[src/rtl/cfg_loader_pkg.sv]
package cfg_loader_pkg;
    typedef enum logic [1:0] {
        ST_PAR   = 2'd0,
        ST_HOLD  = 2'd1,
        ST_SPASS = 2'd2
    } ld_state_t;

    typedef enum logic [1:0] {
        LD_NONE    = 2'd0,
        LD_PAR     = 2'd1,
        LD_SER_Q   = 2'd2,
        LD_SER_NXT = 2'd3
    } ld_sel_t;
endpackage

[src/rtl/cfg_edge_shift.sv]
module cfg_edge_shift #(
    parameter int SR_W = 14
) (
    input  logic            clk,
    input  logic            rst_n,
    input  logic            ser_clk,
    input  logic            ser_data,
    input  logic            shift_allow,
    output logic            clk_rise,
    output logic [SR_W-1:0] sr_q,
    output logic [SR_W-1:0] sr_nxt
);
    logic ser_clk_q;

    // Previous sample of the serial clock; follows the pin even in reset.
    always_ff @(posedge clk) begin
        ser_clk_q <= ser_clk;
    end

    assign clk_rise = ser_clk & ~ser_clk_q;
    assign sr_nxt   = {sr_q[SR_W-2:0], ser_data};

    always_ff @(posedge clk or negedge rst_n) begin
        if (!rst_n) begin
            sr_q <= '0;
        end else if (clk_rise && shift_allow) begin
            sr_q <= sr_nxt;
        end
    end
endmodule

[src/rtl/cfg_load_fsm.sv]
module cfg_load_fsm
    import cfg_loader_pkg::*;
(
    input  logic    clk,
    input  logic    rst_n,
    input  logic    par_load_n,
    input  logic    ser_load,
    input  logic    clk_rise,
    output ld_sel_t sel
);
    ld_state_t state, state_nxt;

    always_ff @(posedge clk or negedge rst_n) begin
        if (!rst_n) begin
            state <= ST_HOLD;
        end else begin
            state <= state_nxt;
        end
    end

    always_comb begin
        state_nxt = state;
        if (!par_load_n) begin
            state_nxt = ST_PAR;
        end else begin
            unique case (state)
                ST_PAR:   state_nxt = ser_load ? ST_SPASS : ST_HOLD;
                ST_HOLD:  if (ser_load) state_nxt = ST_SPASS;
                ST_SPASS: if (!ser_load) state_nxt = ST_HOLD;
                default:  state_nxt = ST_HOLD;
            endcase
        end
    end

    always_comb begin
        sel = LD_NONE;
        if (!par_load_n) begin
            sel = LD_PAR;
        end else begin
            unique case (state)
                ST_HOLD:  if (ser_load) sel = LD_SER_Q;
                ST_SPASS: if (ser_load && clk_rise) sel = LD_SER_NXT;
                default:  sel = LD_NONE;
            endcase
        end
    end
endmodule

[src/rtl/cfg_word_reg.sv]
module cfg_word_reg
    import cfg_loader_pkg::*;
#(
    parameter int M_W     = 9,
    parameter int N_W     = 2,
    parameter int T_W     = 3,
    parameter int M_RESET = 250,
    localparam int SR_W   = M_W + N_W + T_W
) (
    input  logic            clk,
    input  logic            rst_n,
    input  ld_sel_t         sel,
    input  logic [M_W-1:0]  m_pins,
    input  logic [N_W-1:0]  n_pins,
    input  logic [SR_W-1:0] sr_q,
    input  logic [SR_W-1:0] sr_nxt,
    output logic [M_W-1:0]  m_val,
    output logic [N_W-1:0]  n_sel,
    output logic [T_W-1:0]  t_sel
);
    logic [SR_W-1:0] src;

    assign src = (sel == LD_SER_NXT) ? sr_nxt : sr_q;

    always_ff @(posedge clk or negedge rst_n) begin
        if (!rst_n) begin
            m_val <= M_W'(M_RESET);
            n_sel <= '0;
            t_sel <= '0;
        end else begin
            unique case (sel)
                LD_PAR: begin
                    m_val <= m_pins;
                    n_sel <= n_pins;
                end
                LD_SER_Q, LD_SER_NXT: begin
                    m_val <= src[M_W-1:0];
                    n_sel <= src[M_W+N_W-1:M_W];
                    t_sel <= src[SR_W-1:M_W+N_W];
                end
                default: ;
            endcase
        end
    end
endmodule

[src/rtl/cfg_loader.sv]
module cfg_loader
    import cfg_loader_pkg::*;
#(
    parameter int M_W     = 9,
    parameter int N_W     = 2,
    parameter int T_W     = 3,
    parameter int M_RESET = 250,
    parameter int M_MIN   = 250
) (
    input  logic           clk,
    input  logic           rst_n,
    input  logic           par_load_n,
    input  logic [M_W-1:0] m_pins,
    input  logic [N_W-1:0] n_pins,
    input  logic           ser_clk,
    input  logic           ser_data,
    input  logic           ser_load,
    output logic [M_W-1:0] m_val,
    output logic [N_W-1:0] n_sel,
    output logic [T_W-1:0] t_sel,
    output logic           shift_out,
    output logic           m_low
);
    localparam int SR_W = M_W + N_W + T_W;

    logic            clk_rise;
    logic [SR_W-1:0] sr_q;
    logic [SR_W-1:0] sr_nxt;
    ld_sel_t         sel;

    cfg_edge_shift #(.SR_W(SR_W)) u_shift (
        .clk         (clk),
        .rst_n       (rst_n),
        .ser_clk     (ser_clk),
        .ser_data    (ser_data),
        .shift_allow (par_load_n),
        .clk_rise    (clk_rise),
        .sr_q        (sr_q),
        .sr_nxt      (sr_nxt)
    );

    cfg_load_fsm u_fsm (
        .clk        (clk),
        .rst_n      (rst_n),
        .par_load_n (par_load_n),
        .ser_load   (ser_load),
        .clk_rise   (clk_rise),
        .sel        (sel)
    );

    cfg_word_reg #(
        .M_W     (M_W),
        .N_W     (N_W),
        .T_W     (T_W),
        .M_RESET (M_RESET)
    ) u_word (
        .clk    (clk),
        .rst_n  (rst_n),
        .sel    (sel),
        .m_pins (m_pins),
        .n_pins (n_pins),
        .sr_q   (sr_q),
        .sr_nxt (sr_nxt),
        .m_val  (m_val),
        .n_sel  (n_sel),
        .t_sel  (t_sel)
    );

    assign shift_out = sr_q[SR_W-1];
    assign m_low     = (m_val < M_W'(M_MIN));
endmodule

[config.mk]
export PLATFORM = sky130hd
export DESIGN_NAME = cfg_loader
export DESIGN_NICKNAME = d
export VERILOG_FILES = /design/src/rtl/cfg_loader_pkg.sv /design/src/rtl/cfg_edge_shift.sv /design/src/rtl/cfg_load_fsm.sv /design/src/rtl/cfg_word_reg.sv /design/src/rtl/cfg_loader.sv
export SDC_FILE = /design/constraint.sdc
export NUM_CORES = 1
export LEC_CHECK = 0
export BUFFER_PORTS_ARGS = -buffer_cell sky130_fd_sc_hd__buf_2
export CORE_ASPECT_RATIO = 1.1
export CORE_UTILIZATION = 58
export DETAILED_ROUTE_END_ITERATION = 8
export PLACE_DENSITY = 0.83
export SYNTH_ARGS = -nofsm -noshare
export SYNTH_HDL_FRONTEND = slang
export SYNTH_HIERARCHICAL = 1
export SYNTH_SLANG_ARGS = --single-unit
[constraint.sdc]
create_clock -name clk -period 4.8 [get_ports clk]
set_input_delay 0.48 -clock clk [delete_from_list [all_inputs] [get_ports clk]]
set_output_delay 0.48 -clock clk [all_outputs]
set_load 0.005 [all_outputs]
Yosys cells after proc, flatten, opt, wreduce, memory -nomap -nowiden
Index checks and enable logic that the tools add are counted.
- register bits: 31
- word-level logic and storage cells: 34
- magnitude comparators: 1
- bitwise operators: 2
- equal/unequal tests: 7
- mux-type cells: 12
- reductions and logical operators: 6
- operator list (cell ; number):
    $pmux 9 s2 ; 1
    $mux 14 ; 1
    $mux 2 ; 7
    $lt 9x8->1 const B ; 1
    $pmux 2 s2 ; 2
    $eq 2x2->1 const B ; 3
    $ne 3x3->1 const B ; 2
    $pmux 2 s3 ; 1
    $eq 2x1->1 const B ; 2
    $logic_and 1x1->1 ; 2
    $logic_not 2->1 ; 1
    $reduce_and 2->1 ; 1
    $reduce_bool 2->1 ; 1
    $reduce_or 2->1 ; 1
    $and 1x1->1 ; 1
    $not 1->1 ; 1

Depth between registers and ports, before layout
- depth after elaboration: 9
- mapped depth: 8
- gate-level depth less buffers: 6

Cells and area by module
The synthesis kept the hierarchy.
- modules (own cells, without submodules) (module ; seq. area each (um2) ; area each (um2) ; instances ; cells each):
    cfg_word_reg ; 357.8 ; 718.2 ; 1 ; 38
    cfg_edge_shift ; 370.4 ; 708.2 ; 1 ; 46
    cfg_load_fsm ; 51.3 ; 200.2 ; 1 ; 24
    cfg_loader ; 0.0 ; 26.3 ; 1 ; 2

Worst setup path before layout
Ideal clock, no wire load.
- path kind: register to register
- start point: reg u_fsm.state[0]
- end point: reg u_word.m_val[8]
- cell stages (with the launch flop): 8
- slack: 2.926 ns
- data arrival time: 1.736 ns
- data required time: 4.662 ns
- cells stage by stage: dfstp_2 inv_1 ha_1 nand4_1 nand2_1 buf_6 buf_12 mux4_2
- cells in the longest elaborated chain, start to end: 6
- elaborated cells between the ends (all ways): 11
- those cells by class: eq/ne (5); mux (4); reduce/logical (2)
- RTL lines (item ; RTL line ; source):
    start, declared ; cfg_load_fsm.sv:11 ; ld_state_t state, state_nxt;
    start signal, assigned ; cfg_load_fsm.sv:17 ; state <= state_nxt;
    $eq 2x2->1 or $eq 2x1->1 (tied branches) ; cfg_load_fsm.sv:40 ; unique case (state)
    $pmux 2 s2 * ; cfg_load_fsm.sv:40 ;
    $mux 2 * ; cfg_load_fsm.sv:37 ; if (!par_load_n) begin
    named net sel[0] ; cfg_loader.sv:29 ; ld_sel_t sel;
    $eq 2x2->1, on equally long branches ; cfg_word_reg.sv:23, cfg_word_reg.sv:31 ;
    $mux 14 or $reduce_or 2->1 (tied branches) ; cfg_word_reg.sv:23, cfg_word_reg.sv:31 ;
    $pmux 9 s2 or $reduce_bool 2->1 (tied branches) ; - ;
    end signal, assigned ; cfg_word_reg.sv:27 ; m_val <= M_W'(M_RESET);
    end signal, assigned ; cfg_word_reg.sv:33 ; m_val <= m_pins;
    end signal, assigned ; cfg_word_reg.sv:37 ; m_val <= src[M_W-1:0];
    end, declared ; cfg_word_reg.sv:17 ; output logic [M_W-1:0] m_val,
Mark *: on every way through the listed nets, which the timed path passes. The rest lies on a longest branch.
A chain may end at the register's enable or synchronous reset.

Worst setup path in the final report
- start point: reg u_fsm.state[0]
- end point: reg u_word.m_val[2]
Same word-level chain as after synthesis.

==> results.yml <==
outcome:
  run_status: "completed"
sta:
  final_setup_violations: 0
  timing_max_transition_violations_final: 0
  post-route-min-period_ns: 2.412
  slew_headroom: 0.2287
  final_skew_ns: 0.006923
  layout_worst_path_cycle_share: 0.5026
  worstMarginPinSlew_ns: 1.153
  fmax_ghz: 0.4145
  rsz0062_at_grt: "no"
  totalNegativeSetupSlack_ns: 0
  worst_slack_ns: 2.388
  timing_hold_violations_final: 0
clocking:
  postCtsSetupBuffers: 0
  cts-buffers-inserted: 5
  count_of_hold_fix_buffers_inserted_at_cts: 0
  clock_tree.buffer_depth: 2
  clock_pin_slew_on_the_worst_setup_and_hold_paths_ns: 0.09
  cts_tree: "done"
  cts_root_buffer_type: "clkbuf_4"
  clock-sinks: 31
  insertion_delay_ns: 0.33
  number_of_resized_instances_in_the_post_cts_repair_step: 0
  ctsHtreeMaxLevel: 2
logic_synthesis:
  yosys.area_share.xor_xnor: 0
  synth.cell_area_um2: 1653
  synth_top_family_by_area: "multiplexers"
  synth_top_area_cell: "dfrtp_1"
  postSynthNetCount: 131
  synthTopCellsByArea: "dfrtp_1, dfstp_2, mux4_2"
  synth_area_per_cell_um2: 15.03
  seq_area_frac_synth: 0.4716
  synth_top_area_frac: 0.3482
  ys_ff_latch: 31
  post_synth_fa_ha_maj_area_fraction: 0.03028
  postSynthCellCount: 110
  synth_simple_gate_area_share: 0.04012
  synthMuxAreaShare: 0.3013
  synth_compound_gate_area_share: 0.05223
  post_synth_num_cell_types: 29
  synth_warnings: 6
flow_run:
  max_capacitance_violation_count: 0
placed_design:
  numPlacedInstances: 154
  preCtsSetupSlack_ns: 2.376
  gp_routability_congestion: 0.7040
  io_buffer_count: 32
  place.detailed.hpwl_um: 1807
detailed_routing:
  avgRoutedWirePerCell_um: 16.36
  remaining_drc_errors: 0
  vias_after_detailed_routing: 935
  drt_pass1_iterations: 4
  detailedRoute.firstIterationViolations: 14
  vias_per_cell: 5.772
  drt.antenna.violating_nets: 0
  postRouteWirelength_um: 2650
finish:
  layout.nets: 151
  final_cell_mix: "buf_2, dfrtp_1, mux2_4, dfstp_2, mux4_2"
  antenna_cells: 0
  final_core_util: 0.6871
  post_layout_nonfiller_instances: 162
  layout.cells.most_common: "buf_2"
  syn_to_final_growth_pct: 7.722
  fraction_of_final_layout_cells_with_drive_strength_greater_than_1: 0.5344
floorplanning:
  starting_density_of_the_core: 0.6379
  die_y_um: 57.99
  top_level_ports: 33
  floorplan.die_area_um2: 3068
  floorplan.core_area_um2: 2591
  placementRows: 19
  die_width_um: 52.90
power:
  power_density_nw_per_um2: 458.4
  worst_ir_drop_vdd_uv: 331.7
  total_leakage_power_nw: 0.8716
critical_path:
  endpoint_kind: "register"
  timing_worst_setup_path_type: "reg2reg"
  worstSetupStartpointType: "register"
  cp_max_fo: 17
  required_ns: 5.01
  timing.critical_path.arrival_ns: 2.62
grt:
  gr-usage-all-layers: 0.2105
  antenna_violations_before_repair: 0
  grt_first_pass_wirelength_um: 4312
  vias_in_the_first_global_route: 944
  grt_max_degree: 31
  grt.overflow.total: 0
worst_hold_path:
  timing.hold.worst.class: "in2async"
logic make-up (layout without fill, tap and decap cells):
logic type,after synthesis,count (layout)
adder cells (fa/ha/maj),4,4
AND/OR/NAND/NOR,11,11
flip-flops,31,31
AO/OA/AOI/OAI,12,12
buffers and inverters,23,44
multiplexers,29,29
state kept, by name, indices dropped and copies added, names as in the netlist:
register           cells
u_shift/sr_q          14
u_word/m_val           9
u_word/t_sel           3
u_fsm/state            2
u_word/n_sel           2
u_shift/ser_clk_q      1
metrics by stage:
step	power [mW]	instance area, um2	hold WS (ns)
finish	0.8162	1780	0.1548
global route	0.8657	1780	0.1959
CTS	0.8268	1780	0.1536
detailed placement	0.6072	1694	0.5248
global placement	0.5961	1694	0.5121
floorplan	0.5818	1653	0.1844
cells in the mapped netlist (all sizes together):
| master | count |
|---|---|
| a21oi | 4 |
| nand2b | 1 |
| nand4 | 1 |
| nand2 | 2 |
| nand3b | 1 |
| dfrtp | 23 |
| nor2 | 4 |
| dfxtp | 1 |
| a211o | 1 |
| nand3 | 1 |
| mux2 | 14 |
| a41oi | 1 |
| ha | 4 |
| mux2i | 4 |
| a21boi | 1 |
| buf | 19 |
| dfstp | 7 |
| o211a | 1 |
| o211ai | 1 |
| mux4 | 11 |
| nor2b | 1 |
| a31oi | 1 |
| inv | 4 |
| o21ai | 2 |
worst paths after layout:
| kind | endpoint | slack, ns | startpoint | cells past startpoint |
|---|---|---|---|---|
| hold / removal | u_word/m_val[2]$_DFFE_PN0P_ | 0.15 | rst_n | 1 |
| min in group clk | u_shift/ser_clk_q$_DFF_P_ | 0.30 | ser_clk | 1 |
| setup / recovery | u_word/m_val[2]$_DFFE_PN0P_ | 2.39 | u_fsm/state[0]$_DFFE_PN1P_ | 5 |
| hold reg to reg | u_word/t_sel[0]$_DFFE_PN0P_ | 0.53 | u_word/t_sel[0]$_DFFE_PN0P_ | 2 |
| setup reg to reg | u_word/m_val[2]$_DFFE_PN0P_ | 2.39 | u_fsm/state[0]$_DFFE_PN1P_ | 5 |
| max in group asynchronous | u_word/t_sel[0]$_DFFE_PN0P_ | 4.23 | rst_n | 1 |
layer usage:
metal  share of wire  vias up  GRT usage
li1                -      433          -
met1            0.43      459     0.2686
met2            0.48       36     0.3128
met3           0.074        7    0.08399
met4           0.025        0     0.1015
met5               0        -          0
report_power, final:
group	internal [mW]	switching, mW	total (mW)
logic	0.131	0.0762	0.207
clock network	0.123	0.0883	0.211
registers	0.337	0.0603	0.398
worst max-delay path: stages (launching register included):
cell and delay, ns:
dfstp_2 0.57, inv_1 0.07, ha_1 0.29, nand3_1 0.07
nor2_1 0.87, mux4_1 0.43
area by class of cell:
type / count / area, um2
Clock buffer: 6 / 51.30
Clock inverter: 2 / 35.03
Fill cell: 195 / 810.8
Inverter: 4 / 15.01
Multi-Input combinational cell: 56 / 700.7
Sequential cell: 31 / 779.5
Tap cell: 31 / 38.79
Timing Repair Buffer: 32 / 160.2
Note: power is estimated with default switching activity, not from simulation.
